==> src/rtl/nor_cmd_seq.sv <==
module nor_cmd_seq #(
  parameter int          ADDR_W    = 12,
  parameter int          WORDS_LOG = 5,
  parameter int          SECT_LOG  = 4,
  parameter int          PROG_CYC  = 16,
  parameter logic [63:0] LOCK_MAP  = 64'h4,
  parameter logic [15:0] ID_MFR    = 16'h0001,
  parameter logic [15:0] ID_W1     = 16'h227E,
  parameter logic [15:0] ID_W2     = 16'h2204,
  parameter logic [15:0] ID_W3     = 16'h2201
) (
  input  logic              clk,
  input  logic              rst_n,
  input  logic              we,
  input  logic              rd,
  input  logic [ADDR_W-1:0] addr,
  input  logic [15:0]       wdata,
  input  logic [1:0]        erase_act,
  output logic [15:0]       rdata,
  output logic              busy
);
  localparam int NW = 2 ** (WORDS_LOG + 1);
  localparam int CW = $clog2(PROG_CYC + 1);
  localparam int SW = WORDS_LOG - SECT_LOG + 1;

  typedef enum logic [1:0] {M_READ, M_ASEL, M_PROG, M_ERR} mode_t;
  typedef enum logic [1:0] {S_IDLE, S_U1, S_U2, S_SET} stg_t;

  mode_t              mode [2];
  stg_t               stage;
  logic [15:0]        mem [NW];
  logic [CW-1:0]      cnt;
  logic [WORDS_LOG:0] p_idx;
  logic [15:0]        p_dat;
  logic               p_err;
  logic [1:0]         d7, tog;
  logic [15:0]        asel_val, rd_val;

  wire                 wb     = addr[ADDR_W-1];
  wire [WORDS_LOG:0]   idx    = {wb, addr[WORDS_LOG-1:0]};
  wire [SW-1:0]        sec    = {wb, addr[WORDS_LOG-1:SECT_LOG]};
  wire [SECT_LOG-1:0]  off    = addr[SECT_LOG-1:0];
  wire [10:0]          lo     = addr[10:0];
  wire [7:0]           cmd    = wdata[7:0];
  wire                 done   = busy && (cnt == '0);
  wire                 is_rst = (cmd == 8'hF0) && (stage != S_SET);
  wire                 pbank  = p_idx[WORDS_LOG];
  wire                 ready  = (mode[wb] == M_READ) && (erase_act == 2'b00);

  always_comb begin
    asel_val = '0;
    if (off == SECT_LOG'(0))       asel_val = ID_MFR;
    else if (off == SECT_LOG'(1))  asel_val = ID_W1;
    else if (off == SECT_LOG'(14)) asel_val = ID_W2;
    else if (off == SECT_LOG'(15)) asel_val = ID_W3;
    else if (off == SECT_LOG'(2))  asel_val = {15'd0, LOCK_MAP[sec]};
  end

  always_comb begin
    case (mode[wb])
      M_READ:  rd_val = mem[idx];
      M_ASEL:  rd_val = asel_val;
      default: rd_val = {8'h00, ~d7[wb], tog[wb], mode[wb] == M_ERR, 5'b00000};
    endcase
  end

  always_ff @(posedge clk) begin
    if (!rst_n) begin
      for (int i = 0; i < NW; i++) mem[i] <= '1;
    end else if (done) begin
      mem[p_idx] <= mem[p_idx] & p_dat;
    end
  end

  always_ff @(posedge clk) begin
    if (!rst_n) begin
      stage   <= S_IDLE;
      mode[0] <= M_READ;
      mode[1] <= M_READ;
      busy    <= 1'b0;
      cnt     <= '0;
      p_idx   <= '0;
      p_dat   <= '0;
      p_err   <= 1'b0;
      d7      <= '0;
      tog     <= '0;
      rdata   <= '0;
    end else begin
      if (rd) begin
        rdata <= rd_val;
        if (mode[wb] == M_PROG || mode[wb] == M_ERR) tog[wb] <= ~tog[wb];
      end
      if (busy) begin
        if (done) begin
          busy        <= 1'b0;
          mode[pbank] <= p_err ? M_ERR : M_READ;
        end else begin
          cnt <= cnt - 1'b1;
        end
      end else if (we) begin
        if (is_rst) begin
          stage    <= S_IDLE;
          mode[wb] <= M_READ;
        end else begin
          stage <= S_IDLE;   // any mismatch falls back to idle
          case (stage)
            S_IDLE: if (lo == 11'h555 && cmd == 8'hAA) stage <= S_U1;
            S_U1:   if (lo == 11'h2AA && cmd == 8'h55) stage <= S_U2;
            S_U2: begin
              if (lo == 11'h555 && cmd == 8'hA0) stage <= S_SET;
              else if (lo == 11'h555 && cmd == 8'h90 && ready) mode[wb] <= M_ASEL;
            end
            default: begin
              if (ready) begin
                busy     <= 1'b1;
                cnt      <= CW'(PROG_CYC - 1);
                mode[wb] <= M_PROG;
                p_idx    <= idx;
                p_dat    <= wdata;
                p_err    <= (wdata & ~mem[idx]) != '0;
                d7[wb]   <= wdata[7];
                tog[wb]  <= 1'b0;
              end
            end
          endcase
        end
      end
    end
  end

  AST_MERGE_NEVER_SETS: assert property (@(posedge clk) disable iff (!rst_n)
    done |=> ((mem[p_idx] & ~$past(mem[p_idx])) == '0));

  AST_WRITE_IGNORED_BUSY: assert property (@(posedge clk) disable iff (!rst_n)
    (busy && we) |=> ($stable(stage) && mode[!pbank] == $past(mode[!pbank])));

  AST_BUSY_HOLDS: assert property (@(posedge clk) disable iff (!rst_n)
    (busy && cnt != '0) |=> busy);

  AST_BUSY_OWNS_BANK: assert property (@(posedge clk) disable iff (!rst_n)
    busy |-> (mode[pbank] == M_PROG && mode[!pbank] != M_PROG));

  AST_STATUS_UPPER_ZERO: assert property (@(posedge clk) disable iff (!rst_n)
    (rd && mode[wb] == M_PROG) |=> (rdata[15:8] == 8'h00 && !rdata[5]));

  for (genvar g = 0; g < 2; g++) begin : g_bank_chk
    AST_ASEL_ENTRY_GUARD: assert property (@(posedge clk) disable iff (!rst_n)
      (mode[g] == M_ASEL && $past(mode[g]) != M_ASEL) |->
        ($past(erase_act) == 2'b00 && $past(mode[g]) == M_READ));

    AST_ASEL_EXIT_RESET: assert property (@(posedge clk) disable iff (!rst_n)
      (mode[g] == M_ASEL && !(we && !busy && cmd == 8'hF0 && wb == g[0])) |=>
        mode[g] == M_ASEL);
  end
endmodule

==> config.mk <==
export PLATFORM = sky130hd
export DESIGN_NAME = nor_cmd_seq
export DESIGN_NICKNAME = d
export VERILOG_FILES = /design/src/rtl/nor_cmd_seq.sv
export SDC_FILE = /design/constraint.sdc
export NUM_CORES = 2
export LEC_CHECK = 0
export BUFFER_PORTS_ARGS = -buffer_cell sky130_fd_sc_hd__buf_2
export CORE_ASPECT_RATIO = 0.8
export CORE_MARGIN = 2
export CORE_UTILIZATION = 35
export CTS_CLUSTER_SIZE = 30
export DETAILED_ROUTE_END_ITERATION = 6
export HOLD_SLACK_MARGIN = 0.06
export MAX_ROUTING_LAYER = met4
export SYNTH_ARGS = -nofsm -noshare
export SYNTH_HDL_FRONTEND = slang
export SYNTH_SLANG_ARGS = --single-unit
==> constraint.sdc <==
create_clock -name clk -period 10.9 [get_ports clk]
set_input_delay 3.27 -clock clk [delete_from_list [all_inputs] [get_ports clk]]
set_output_delay 3.27 -clock clk [all_outputs]
set_load 0.01 [all_outputs]
After elaboration in Yosys (flattened, before gate mapping):

Memories as Yosys holds them, arrays and structs flattened. A register that Yosys moved wholly into a read port is not among the register bits.
Cells that the tools add are included.

* register bits: 51
* memories: 2
* input port bits: 34
* output and inout bits: 17
* memory bits (writable): 1028
* logic and storage cells: 150

* equal/unequal tests: 20
* bitwise logic cells: 12
* $add $sub $neg: 1
* magnitude comparators: 3
* reductions and logical operators: 25
* multiplexer cells: 78

Memory list
* mem: depth 64, width 16, read ports 2, clocked after memory_dff 1, write ports 64, RTL line 31 `logic [15:0] mem [NW];`
* mode: depth 2, width 2, read ports 1, clocked after memory_dff 0, write ports 2, RTL line 29 `mode_t mode [2];`

Operators with widths (number)
* 2-to-1 mux 14 bit: 4
* 2-to-1 mux 1 bit: 42
* AND 16 bit: 2
* == test 8 bit (second input constant): 4
* 2-to-1 mux 2 bit: 16
* case mux 16 bit (2 select lines): 1
* 2-to-1 mux 5 bit: 6
* 2-to-1 mux 6 bit: 3
* 2-to-1 mux 16 bit: 1
* inverter 16 bit: 1
* nonzero test 16 bit: 1
* OR reduction 16 bit: 1
* == test 11 x 10 -> 1 bit (second input constant): 1
* == test 11 bit (second input constant): 1
* AND reduction 5 bit: 2
* logical AND 1 bit: 9
* == test 4 bit (second input constant): 2
* == test 8 x 7 -> 1 bit (second input constant): 1
* < comparator 2 x 7 -> 1 bit (second input constant): 1
* == test 2 bit (second input constant): 3
* zero test 2 bit: 3
* inequality test 2 bit (second input constant): 3
* case mux 2 bit (3 select lines): 1
* zero test 5 bit: 1
* 20 further kinds: 29

Longest topological paths before layout:

An unclocked memory read counts as a cell.

* depth after elaboration: 16
* depth in mapped cells: 13
* depth with buffers taken out: 9

Least setup slack after synthesis:

OpenSTA, ideal clock, no wires.

* path kind: input to register
* start point: in rst_n
* end point: mem mem[39][0], enable pin
* path slack: 4.882 ns
* stages on the path: 7
* buffers on the path: 2
* data required time: 10.489 ns
* arrival: 5.606 ns
* library setup time: 0.411 ns
* cell sequence: inv_2 -> nor3b_1 -> nand2_1 -> or3_1 -> clkbuf_1 -> clkbuf_1 -> o21ai_0

RTL lines
* start, declared: RTL line 13 `input logic rst_n,`
* end, declared: RTL line 31

Worst setup path in the final report:

* start point: in addr[2]
* end point: reg p_err

* cells in the longest elaborated chain, start to end: 4

RTL lines
* start, declared: RTL line 16 `input logic [ADDR_W-1:0] addr,`
* memory (64 x 16 bit)
* inverter 16 bit: RTL line 120 `p_err <= (wdata & ~mem[idx]) != '0;`
* AND 16 bit: RTL line 120
* nonzero test 16 bit: RTL line 120
* end signal, assigned: RTL line 84 `p_err <= 1'b0;`
* end signal, assigned: RTL line 120
* end, declared: RTL line 35 `logic p_err;`

Every way passes these cells.
A chain may end at the register's enable or synchronous reset.

==> flow_metrics.env <==
export IMPL_ys_dominant_reg_cell="edfxtp_1"
export IMPL_period_share_pct=58.5
export IMPL_nFillCells=14761
export IMPL_gr_total_overflow=0
export IMPL_path_max_fanout=31
export IMPL_dieArea_um2=163000
export IMPL_reg2regPathDepth=8
export IMPL_synthArstFlopShare_pct=0
export IMPL_slowest_stage="a211oi_1"
export IMPL_rows=131
export IMPL_crit_family="compound AO/OA/AOI/OAI gates"
export IMPL_power_density_nw_per_um2=155
export IMPL_htree_levels=3
export IMPL_path_cells="buf_4 -> buf_4 -> nor2_1 -> a22o_1 -> a211oi_1 -> a31o_2 -> o221ai_1 -> o2111ai_1 -> and3b_1 -> a21oi_1"
export IMPL_path_depth=10
export IMPL_crit_end="p_err$_SDFFE_PN0P_"
export IMPL_synth_top_cell_area_share_pct=55.3
export IMPL_drtAntennaViolNets=0
export IMPL_irDropWorstVdd_uv=140
export IMPL_leakagePower_nw=18.6
export IMPL_setup_tns_ns=0
export IMPL_rsz0062_at_grt="no"
export IMPL_viasPerCell=6.23
export IMPL_grt_pass1_vias=35287
export IMPL_final_layout_size_suffix_gt1_share_pct=26.4
export IMPL_hold_viol_final=0
export IMPL_post_cts_buffers=0
export IMPL_slew_violations=0
export IMPL_syn_avg_cell_area_um2=14.3
export IMPL_cts_resized=0
export IMPL_syn_nets=3933
export IMPL_clockBufferDepth=3
export IMPL_clock_latency_ns=0.75
export IMPL_cts_tree="built"
export IMPL_cp_end_kind="flip-flop"
export IMPL_cap_violations=0
export IMPL_path_buf_inv=2
export IMPL_cts_hold_buf=0
export IMPL_start_util_pct=35.1
export IMPL_timing_rr_end="mem[29][11]$_SDFFCE_PN1P_"
export IMPL_cts_clk_slew_worst_paths_ns=0.07
export IMPL_seq_area_frac_synth_pct=57.3
export IMPL_worstMarginPinSlew_ns=1.29
export IMPL_post_dp_hpwl_um=134000
export IMPL_synth_edf_count=1028
export IMPL_status="completed"
export IMPL_synth_seq_cells=1085
export IMPL_cts_root_buffer="clkbuf_16"
export IMPL_fin_nets=3831
export IMPL_rrSetupSlack_ns=5.38
export IMPL_yosysTopAreaCell="edfxtp_1"
export IMPL_track_usage_pct=25.8
export IMPL_antenna_found_initial=20
export IMPL_synth_distinct_cells=72
export IMPL_grt_first_pass_wirelength_um=288000
export IMPL_setup_violations_final=0
export IMPL_min_period_ns=6.37
export IMPL_path_class="input port to flip-flop"
export IMPL_final_core_util_pct=38.6
export IMPL_grt_max_degree=142
export IMPL_area_delta_synth_final_pct=9.99
export IMPL_synthTopCellsByArea="edfxtp_1 55%, mux4_2 22%, nand2_1 7.5%"
export IMPL_min_path_type="flip-flop to flip-flop"
export IMPL_finClkSkew_ns=0.0406
export IMPL_wl_um=207000
export IMPL_ys_warnings_count=0
export IMPL_synth_area_um2=55800
export IMPL_die_w_um=451
export IMPL_synthCells=3897
export IMPL_wl_per_cell_um=34.3
export IMPL_start_kind="input port"
export IMPL_die_height_um=361
export IMPL_dr_pass1_iters=7
export IMPL_port_buffers=50
export IMPL_worstPathArrival_ns=7.05
export IMPL_numCtsBuffers=111
export IMPL_via_count=37619
export IMPL_drc_errors=0
export IMPL_gp_congestion=1.03
export IMPL_fmax_mhz=157
export IMPL_dr_first_iter_drc_count=6549
export IMPL_crit_top_cell="buf_4"
export IMPL_cts_sinks=1085
export IMPL_relSlewSlack_pct=13.8
export IMPL_required_ns=11.57
export IMPL_crit_start="addr[2]"
export IMPL_cp_slowest_stage_delay_ns=0.93
export IMPL_coreArea_um2=159000
export IMPL_io_pins=51
==> kinds of logic (layout without fill, tap and decap cells) <==
group                      Yosys count  in the layout  synth area share, %
adders and majority gates            2              2               0.0448
and+or+nand+nor                   1382           1382                 10.0
DFF                               1085           1085                 57.3
buffers and inverters              398            389                 4.17
AOI/OAI and AO/OA                  344            344                 4.08
other                                0             23                    0
muxes                              684            684                 24.3
xor gates and xnor gates             2              2               0.0314
==> layout make-up <==
cell class	count	area [um^2]	share of cell area, %
timing repair buffer	169	1270	2.06
multi-input combinational	2414	21800	35.5
clock inverter	61	494	0.805
clock buffer	145	3030	4.93
tap	2128	2660	4.34
sequential	1085	32000	52.2
antenna	23	57.6	0.0937
inverter	14	52.6	0.0856
==> how the worst min path moves through the flow <==
stage / depth (start not counted) / from / slack (ns) / end
final: 2 / cnt[0]$_SDFFE_PN0P_ / 0.47 / cnt[0]$_SDFFE_PN0P_
after global routing: 2 / cnt[0]$_SDFFE_PN0P_ / 0.51 / cnt[0]$_SDFFE_PN0P_
after CTS: 2 / cnt[0]$_SDFFE_PN0P_ / 0.47 / cnt[0]$_SDFFE_PN0P_
after detailed placement: 2 / cnt[0]$_SDFFE_PN0P_ / 0.47 / cnt[0]$_SDFFE_PN0P_
after global placement: 2 / p_dat[11]$_SDFFE_PN0P_ / 0.46 / p_dat[11]$_SDFFE_PN0P_
after floorplan: 2 / cnt[0]$_SDFFE_PN0P_ / 0.45 / cnt[0]$_SDFFE_PN0P_
==> flip-flops by register name, summed over array words and instances, names as in the netlist, named ones only <==
signal  count
d7          2
tog         2
p_err       1
mode        4
cnt         5
rdata      16
busy        1
stage       2
p_idx       6
mem      1024
p_dat      16
==> power by group <==
part	internal, mW	switching, mW
registers	4.75	0.115
logic	0.302	0.513
clock network	2.12	1.72
==> per-layer routing <==
layer  vias to the layer above  global-route usage, %  share of wire (%)
li1                      14795                      -                  -
met3                       470                   9.15                 15
met5                         -                      -                  0
met2                      2861                   35.2                 42
met4                         0                   10.2                4.8
met1                     19493                   34.9                 38
==> worst reg2reg max path, cell delays in order (launching register included) <==
cell,delay (ns)
dfxtp_4,0.88
buf_4,0.59
buf_12,0.60
mux4_2,0.87
mux4_2,0.58
mux4_2,0.52
nand2_2,0.36
buf_4,0.64
nand2_1,0.19
==> cell usage in the layout (no fill, tap or decap), types with 9 or more instances in the layout <==
cell type	n
nor2b_1	9
nor2_2	42
clkinv_1	16
mux2i_1	134
nand3_1	21
clkbuf_16	113
o21ai_2	51
o221ai_1	17
o21ai_1	13
clkinv_2	31
nand2_1	1118
edfxtp_1	1028
nor3_1	15
nand3b_1	13
dfxtp_1	53
nor2_1	91
a21oi_1	62
mux2_2	14
diode_2	23
o22ai_1	27
buf_4	114
a211oi_1	16
inv_1	9
a22o_1	10
a22oi_1	25
a221oi_1	22
nand2_4	14
clkbuf_1	24
o21ai_0	33
mux4_2	536
buf_2	45
==> synthesized netlist by cell type (all sizes together), types with 6 or more instances <==
library cell / n
mux4: 536
clkbuf: 177
or3: 7
a211oi: 16
nand2: 1134
o211ai: 7
or2: 8
edfxtp: 1028
mux2i: 134
a221oi: 22
mux2: 14
o22ai: 27
nand3b: 13
buf: 207
inv: 11
a21oi: 62
a22o: 10
a22oi: 25
nand3: 21
dfxtp: 57
nor2: 133
a31oi: 7
or3b: 7
o21ai: 98
nor3: 15
o221ai: 17
nor2b: 12
and2: 6
==> metrics by stage <==
step                      hold slack, ns  power (mW)  std cells  setup slack [ns]  area, um^2
after floorplan                    0.445        5.35       3897              4.88       55800
after global placement             0.459        5.72       5810              3.89       57800
after detailed placement           0.466        5.73       5810              3.89       57800
after CTS                          0.472        9.48       6016              4.66       61300
after global routing               0.506        9.68       6032              4.37       61400
final                              0.473        9.51       6039              4.53       61400
Power figures use the tool's default switching activity.
